### config.mk
export PLATFORM = sky130hd
export DESIGN_NAME = classWinnerSelect
export DESIGN_NICKNAME = d
export VERILOG_FILES = /design/src/rtl/cwsel_pkg.sv /design/src/rtl/classMinUnit.sv /design/src/rtl/cwselCtl.sv /design/src/rtl/cwselDp.sv /design/src/rtl/classWinnerSelect.sv
export SDC_FILE = /design/constraint.sdc
export NUM_CORES = 1
export LEC_CHECK = 0
export ABC_AREA = 1
export BUFFER_PORTS_ARGS = -buffer_cell sky130_fd_sc_hd__buf_4
export CORE_MARGIN = 4
export CORE_UTILIZATION = 35
export DETAILED_ROUTE_END_ITERATION = 7
export HOLD_SLACK_MARGIN = 0.05
export PLACE_DENSITY_LB_ADDON = 0.1
export SLEW_MARGIN = 20
export SYNTH_ARGS = -nofsm -noshare
export SYNTH_HDL_FRONTEND = slang
export SYNTH_SLANG_ARGS = --single-unit
### constraint.sdc
create_clock -name clk -period 2.1 [get_ports clk]
set_input_delay 0.105 -clock clk [delete_from_list [all_inputs] [get_ports clk]]
set_output_delay 0.105 -clock clk [all_outputs]
set_load 0.05 [all_outputs]
### src/rtl/cwsel_pkg.sv
package cwsel_pkg;

  // Strobes issued by the sequencer to the datapath each cycle.
  typedef struct packed {
    logic takeSlot;   // fold the current slot into the class minima
    logic takeFirst;  // current slot opens a new vector
    logic scanStep;   // examine one class in the arg-min walk
    logic scanFirst;  // first class of the walk
    logic publish;    // last class of the walk: update outputs
  } selStrobe_t;

  function automatic int lblWidth(input int n);
    return (n > 1) ? $clog2(n) : 1;
  endfunction

endpackage

### src/rtl/classMinUnit.sv
module classMinUnit #(
  parameter int SUM_W = 12
) (
  input  logic             clk,
  input  logic             rstN,
  input  logic             takeSlot,
  input  logic             takeFirst,
  input  logic             slotEn,
  input  logic [SUM_W-1:0] sumIn,
  output logic [SUM_W-1:0] minOut
);

  logic [SUM_W-1:0] minReg;

  // Running minimum over enabled slots; an empty class stays all ones.
  always_ff @(posedge clk) begin
    if (!rstN) begin
      minReg <= '1;
    end else if (takeSlot) begin
      if (takeFirst) begin
        minReg <= slotEn ? sumIn : '1;
      end else if (slotEn && (sumIn < minReg)) begin
        minReg <= sumIn;
      end
    end
  end

  assign minOut = minReg;

  AST_MIN_NONINC: assert property (@(posedge clk) disable iff (!rstN)
    (takeSlot && !takeFirst) |=> (minOut <= $past(minOut))) else $error("min rose");
  AST_MIN_BOUND: assert property (@(posedge clk) disable iff (!rstN)
    (takeSlot && slotEn) |=> (minOut <= $past(sumIn))) else $error("min above score");
  AST_MIN_FROZEN: assert property (@(posedge clk) disable iff (!rstN)
    !takeSlot |=> $stable(minOut)) else $error("min moved without slot");

endmodule

### src/rtl/cwselCtl.sv
module cwselCtl
  import cwsel_pkg::*;
#(
  parameter int NUM_CLASSES = 4,
  parameter int LBL_W       = 2
) (
  input  logic             clk,
  input  logic             rstN,
  input  logic             inValid,
  input  logic             inFirst,
  input  logic             inLast,
  output selStrobe_t       strobe,
  output logic [LBL_W-1:0] scanIdx
);

  localparam logic [LBL_W-1:0] LAST_IDX = LBL_W'(NUM_CLASSES - 1);

  typedef enum logic {ST_COLLECT, ST_SCAN} ctlState_t;

  ctlState_t        state;
  logic [LBL_W-1:0] idx;

  always_comb begin
    strobe           = '0;
    strobe.takeSlot  = (state == ST_COLLECT) && inValid;
    strobe.takeFirst = inFirst;
    strobe.scanStep  = (state == ST_SCAN);
    strobe.scanFirst = (state == ST_SCAN) && (idx == '0);
    strobe.publish   = (state == ST_SCAN) && (idx == LAST_IDX);
  end

  always_ff @(posedge clk) begin
    if (!rstN) begin
      state <= ST_COLLECT;
      idx   <= '0;
    end else begin
      case (state)
        ST_COLLECT: begin
          if (inValid && inLast) begin
            state <= ST_SCAN;
            idx   <= '0;
          end
        end
        default: begin
          if (idx == LAST_IDX) begin
            state <= ST_COLLECT;
            idx   <= '0;
          end else begin
            idx <= idx + 1'b1;
          end
        end
      endcase
    end
  end

  assign scanIdx = idx;

  AST_SCAN_IDX_RANGE: assert property (@(posedge clk) disable iff (!rstN)
    (state == ST_SCAN) |-> (idx <= LAST_IDX)) else $error("scan index out of range");
  AST_SCAN_EXIT: assert property (@(posedge clk) disable iff (!rstN)
    (state == ST_SCAN && idx == LAST_IDX) |=> (state == ST_COLLECT)) else $error("scan overran");
  AST_SCAN_START: assert property (@(posedge clk) disable iff (!rstN)
    (state == ST_COLLECT && inValid && inLast) |=> (state == ST_SCAN && idx == '0)) else $error("scan not started");
  AST_NO_TAKE_IN_SCAN: assert property (@(posedge clk) disable iff (!rstN)
    (state == ST_SCAN) |-> !strobe.takeSlot) else $error("slot taken during scan");

endmodule

### src/rtl/cwselDp.sv
module cwselDp
  import cwsel_pkg::*;
#(
  parameter int NUM_CLASSES = 4,
  parameter int SUM_W       = 12,
  parameter int LBL_W       = 2
) (
  input  logic                         clk,
  input  logic                         rstN,
  input  selStrobe_t                   strobe,
  input  logic [LBL_W-1:0]             scanIdx,
  input  logic [NUM_CLASSES-1:0]       slotEn,
  input  logic [NUM_CLASSES*SUM_W-1:0] sumVec,
  output logic [LBL_W-1:0]             classLabel,
  output logic                         indeterminate,
  output logic                         done
);

  logic [SUM_W-1:0] classMin [NUM_CLASSES];

  for (genvar k = 0; k < NUM_CLASSES; k++) begin : g_cls
    classMinUnit #(.SUM_W(SUM_W)) u_min (
      .clk      (clk),
      .rstN     (rstN),
      .takeSlot (strobe.takeSlot),
      .takeFirst(strobe.takeFirst),
      .slotEn   (slotEn[k]),
      .sumIn    (sumVec[k*SUM_W +: SUM_W]),
      .minOut   (classMin[k])
    );
  end

  // Serial arg-min state
  logic [SUM_W-1:0] bestVal, nxtVal, curVal;
  logic [LBL_W-1:0] bestIdx, nxtIdx;
  logic             bestTie, nxtTie;

  assign curVal = classMin[scanIdx];

  always_comb begin
    nxtVal = bestVal;
    nxtIdx = bestIdx;
    nxtTie = bestTie;
    if (strobe.scanFirst) begin
      nxtVal = curVal;
      nxtIdx = scanIdx;
      nxtTie = 1'b0;
    end else if (curVal < bestVal) begin
      nxtVal = curVal;
      nxtIdx = scanIdx;
      nxtTie = 1'b0;
    end else if (curVal == bestVal) begin
      nxtTie = 1'b1;   // keep the lower index already held
    end
  end

  always_ff @(posedge clk) begin
    if (!rstN) begin
      bestVal       <= '1;
      bestIdx       <= '0;
      bestTie       <= 1'b0;
      classLabel    <= '0;
      indeterminate <= 1'b0;
      done          <= 1'b0;
    end else begin
      done <= strobe.publish;
      if (strobe.scanStep) begin
        bestVal <= nxtVal;
        bestIdx <= nxtIdx;
        bestTie <= nxtTie;
      end
      if (strobe.publish) begin
        classLabel    <= nxtIdx;
        indeterminate <= nxtTie;
      end
    end
  end

  AST_DONE_PULSE: assert property (@(posedge clk) disable iff (!rstN)
    done |=> !done) else $error("done longer than one cycle");
  AST_LABEL_RANGE: assert property (@(posedge clk) disable iff (!rstN)
    done |-> (int'(classLabel) < NUM_CLASSES)) else $error("label out of range");
  AST_OUT_HOLD: assert property (@(posedge clk) disable iff (!rstN)
    !done |=> ($stable(classLabel) && $stable(indeterminate)) || done) else $error("outputs moved");
  AST_BEST_NOT_WORSE: assert property (@(posedge clk) disable iff (!rstN)
    (strobe.scanStep && !strobe.scanFirst) |=> (bestVal <= $past(bestVal))) else $error("best rose");

endmodule

### src/rtl/classWinnerSelect.sv
module classWinnerSelect
  import cwsel_pkg::*;
#(
  parameter int NUM_CLASSES = 4,
  parameter int SUM_W       = 12,
  parameter int LBL_W       = lblWidth(NUM_CLASSES)
) (
  input  logic                         clk,
  input  logic                         rstN,
  input  logic                         inValid,
  input  logic                         inFirst,
  input  logic                         inLast,
  input  logic [NUM_CLASSES-1:0]       slotEn,
  input  logic [NUM_CLASSES*SUM_W-1:0] sumVec,
  output logic [LBL_W-1:0]             classLabel,
  output logic                         indeterminate,
  output logic                         done
);

  selStrobe_t       strobe;
  logic [LBL_W-1:0] scanIdx;

  cwselCtl #(.NUM_CLASSES(NUM_CLASSES), .LBL_W(LBL_W)) u_ctl (
    .clk    (clk),
    .rstN   (rstN),
    .inValid(inValid),
    .inFirst(inFirst),
    .inLast (inLast),
    .strobe (strobe),
    .scanIdx(scanIdx)
  );

  cwselDp #(.NUM_CLASSES(NUM_CLASSES), .SUM_W(SUM_W), .LBL_W(LBL_W)) u_dp (
    .clk          (clk),
    .rstN         (rstN),
    .strobe       (strobe),
    .scanIdx      (scanIdx),
    .slotEn       (slotEn),
    .sumVec       (sumVec),
    .classLabel   (classLabel),
    .indeterminate(indeterminate),
    .done         (done)
  );

endmodule

==> results.md <==
Outcome:
- The flow ran to the end, but the final reports show violations.
- The checks that failed: setup timing.

Clock tree:
- The maximum level of the CTS H-tree is 3.
- In this run the clock root is driven by a clkbuf_16.
- The worst-case clock buffer depth is 2.
- The hold buffer count at CTS is 0.
- Counting the buffers created by CTS gives 9.
- For the worst-skew pair, the clock arrives at the later sink with an insertion delay of approximately 0.33 ns.
- The clock tree from TritonCTS is built.
- The clock net in this run drives a total of 70 sinks.
- The register clock-pin slew on the reported worst setup and hold paths is ~0.06 ns.

Detailed routing:
- The routed wire length on met2 is 6070 um.
- The via total after detailed routing is roughly 5000.
- The count of nets left with antenna violations once routing finished came out at 0.
- The initial DRC count is 316.
- The post-detailed-route via-to-cell ratio is 4.66.
- The detailed router put a total of roughly 6900 um of wire on met1.
- The DRC violation count after routing is 0.
- Wires add up to 13700 um.
- Dividing the detail-routed wire length by the instance count gives approximately 13 um.
- The first detailed-routing pass ran for 5 iterations.
- Summed over all nets, wire length on met3 after detailed routing comes to 526 um.
- After detailed routing, no signal wire sits above met4.

Global route:
- The maximum number of pins on one net before global-route repair is 37.
- The number of global-route vias before repair is 4656.
- In the global route stage, overall resource usage came out at 0.170.
- The first global-routing pass estimated 22800 um of wire.
- Global routing finished with a remaining overflow of 0.
- The number of antenna violations at the first check in global routing is 0.

Synth:
- Counting flops with a built-in enable in the synthesized netlist gives 0.
- The main flop type after synthesis is dfxtp_1.
- The most frequent cell after synthesis is nand2_1.
- The top cell type by total area after synthesis is dfxtp_1.
- Ranked by total cell area, the synthesized netlist is headed by dfxtp_1 (28%), nand2_1 (19%), ha_1 (14%).
- For this run, asynchronously set or reset flops after synthesis account for 0.
- In this run the cell area of the synthesized design comes to just over 5000 sq um.
- By count the netlist is led by nand2_1 (251), inv_1 (148), nand3_1 (105).
- The Yosys step of the flow raised 0 warnings.
- Of the post-synthesis cell area, the dominant cell type holds 0.275.
- For this run, the register share of the synthesized area comes to 0.275.
- The count of state elements after synthesis is 70.
- The post-synth net total is 910.
- The post-synthesis cell count is approximately 800.
- The average cell area after synthesis is about 6.4 sq um.
- The unique cell type count in the Yosys netlist is 26.

STA:
- Setup repair after global routing could not meet its margin everywhere.
- The max-slew violation count is 0.
- The routed design could run at a clock period as short as 2.17 ns.
- Headroom to the max-slew limit came out at 0.649.
- Setup total negative slack on the finished layout was measured at -0.832 ns.
- The number of failing setup endpoints in the final timing report is 17.
- At the pin with the least slew margin, the transition time is ~0.53 ns.
- The final hold violation count is 0.
- The final critical-path share of the clock period is 1.03.
- After layout, the worst setup slack is -0.0732 ns.
- Static timing analysis puts the maximum clock frequency at 460 MHz.
- For the final database, setup skew stands at ~0.0070 ns.

Floorplan:
- approximately 60 I/O pins were placed.
- For this configuration, the core starts out at a cell density of 0.363.
- From bottom edge to top edge, the die measures ~130 um.
- The floorplan row count is 43.
- The core region area is approximately 14000 sq um.
- From left edge to right edge, the die measures 129 um.
- The die area is between 15000 and 20000 sq um.

Run:
- Max-cap violations in this run came to 0.

Setup path:
- The kind of end point of the critical path is a flip-flop.
- In this run the worst path has a maximum fanout of 18.
- The capture point of the worst path is u_dp.bestVal[4]$_SDFFE_PN1P_.
- At the worst endpoint, the arrival time is roughly 2.4 ns.
- For the worst flop-to-flop path, the logic depth is 15.
- In this run the critical register-to-register path is launched from u_ctl.scanIdx[0]$_SDFFE_PN0P_.
- The worst setup path is of the flip-flop to flip-flop kind.
- The worst endpoint required time is between 2 and 2.5 ns.
- Setup slack on the worst reg-to-reg path comes out at -0.07 ns.
- The category of the worst setup path launch point is a flip-flop.
- The most critical setup path has its startpoint at u_ctl.scanIdx[0]$_SDFFE_PN0P_.
- In this run the critical register-to-register path is captured at u_dp.bestVal[4]$_SDFFE_PN1P_.

Cells and area:
- The final layout net count is approximately 1000.
- The filler cell count in the final layout is 1489.
- The fraction of final layout cells sized beyond drive strength 1 is 0.210.
- The number of antenna repair diodes is 0.
- Compared with the post-synthesis result, the final layout area differs by 26.0%.

Place:
- The number of input and output port buffers inserted is 60.
- The worst setup slack before clock tree synthesis is -0.249 ns.
- Routability-driven placement finished with a final weighted congestion of a little under 0.9.
- After legalization and detailed placement, the total HPWL measured 10900 um.

Power:
- For this design the static power due to leakage is approximately 4 nW.
- The power density over the cells is ~700 nW/um^2.
- The worst-case IR drop observed on VDD is ~0.00037 V.
- Summing internal, switching and leakage power gives roughly 0.0045 W.

Min path:
- The worst hold path belongs to the class input port to flip-flop.
[layer usage]
| metal | up-vias | track usage |
|---|---|---|
| met5 | - | 0 |
| met4 | 0 | 0.0482 |
| met3 | 14 | 0.0324 |
| met2 | 76 | 0.265 |
| met1 | 2196 | 0.240 |
| li1 | 2635 | - |
[worst min path at each step]
stage	from	to	slack, ns	cells past startpoint
4_1_cts	inLast	u_ctl.state$_SDFF_PN0_	0.07	3
6_report	inLast	u_ctl.state$_SDFF_PN0_	0.07	3
5_1_grt	inLast	u_ctl.state$_SDFF_PN0_	0.10	3
2_1_floorplan	rstN	u_ctl.scanIdx[1]$_SDFFE_PN0P_	0.26	2
3_5_place_dp	inLast	u_ctl.state$_SDFF_PN0_	0.42	3
3_3_place_gp	inLast	u_ctl.state$_SDFF_PN0_	0.40	3
[final cells by class]
cell class / count / area [sq um] / area share
Multi-Input combinational cell: 538 / 3090 / 0.481
Sequential cell: 70 / 1410 / 0.220
Timing Repair Buffer: 101 / 803 / 0.125
Inverter: 150 / 576 / 0.0897
Clock buffer: 13 / 260 / 0.0406
Tap cell: 180 / 225 / 0.0351
Clock inverter: 3 / 42.5 / 0.00663
Timing Repair inverter: 1 / 8.76 / 0.00137
[registers in the layout (all words and copies together) (netlist names)]
name                     cells
u_ctl.state                  1
u_dp.g_cls.u_min.minOut     48
u_dp.classLabel              2
u_dp.done                    1
u_dp.bestIdx                 2
u_dp.bestVal                12
u_dp.indeterminate           1
u_dp.bestTie                 1
u_ctl.scanIdx                2
[critical path: stages, from the launching register on]
cell,delay [ns]
dfxtp_4,0.38
inv_8,0.07
buf_4,0.16
a21oi_2,0.17
a21oi_2,0.07
ha_1,0.29
nand2_1,0.09
nor2_2,0.05
and2_4,0.15
nand2_2,0.05
nand3_2,0.08
nand2_2,0.12
nand2_2,0.07
buf_12,0.15
nand2_1,0.07
nand3_2,0.07
[metrics by stage]
step           utilization  instances  hold WS (ns)  area [sq um]
6_report             0.457       1056        0.0660          6410
5_1_grt              0.457       1056         0.102          6410
4_1_cts              0.447       1054        0.0737          6280
3_5_place_dp         0.420       1036         0.418          5900
3_3_place_gp         0.420       1036         0.401          5900
2_1_floorplan            -        795         0.256          5140
[kinds of logic (layout without fill, tap and decap cells)]
kind of cell    count (synthesis)  count (layout)  synth area share
compound gates                 68              68            0.0688
buf+inv                       187             268             0.151
simple gates                  412             412             0.362
fa+ha+maj                      58              58             0.143
flops                          70              70             0.275
[where the power goes]
part           total, W  switching, W  internal, W
Clock           0.00155      0.000567     0.000983
Combinational   0.00138      0.000776     0.000603
Sequential      0.00156      0.000109      0.00145
Total           0.00449       0.00145      0.00304
[layout by cell type (no fill, tap or decap), types with 2 or more instances in the layout]
cell       count
nand2_1      245
inv_1        148
nand3_1      105
buf_4         96
dfxtp_1       66
ha_1          57
a21oi_1       30
nor2_1        22
nand3_2       21
a21oi_2       19
clkbuf_16     10
nand2_2        7
o21ai_0        6
o21ai_1        5
a21oi_4        4
or2_2          4
clkinv_4       2
nand3b_1       2
clkbuf_1       2
clkbuf_8       2
buf_6          2
dfxtp_4        2
dfxtp_2        2
[repair_timing]
item / 4_1_cts / 5_1_grt
setup buffers: 1 / 1
pin swaps: 4 / 4
resized for setup: 20 / 27
gates cloned: 1 / 1
setup endpoints to repair: 18 / 66
No activity file was read; power rests on OpenSTA's default activity.
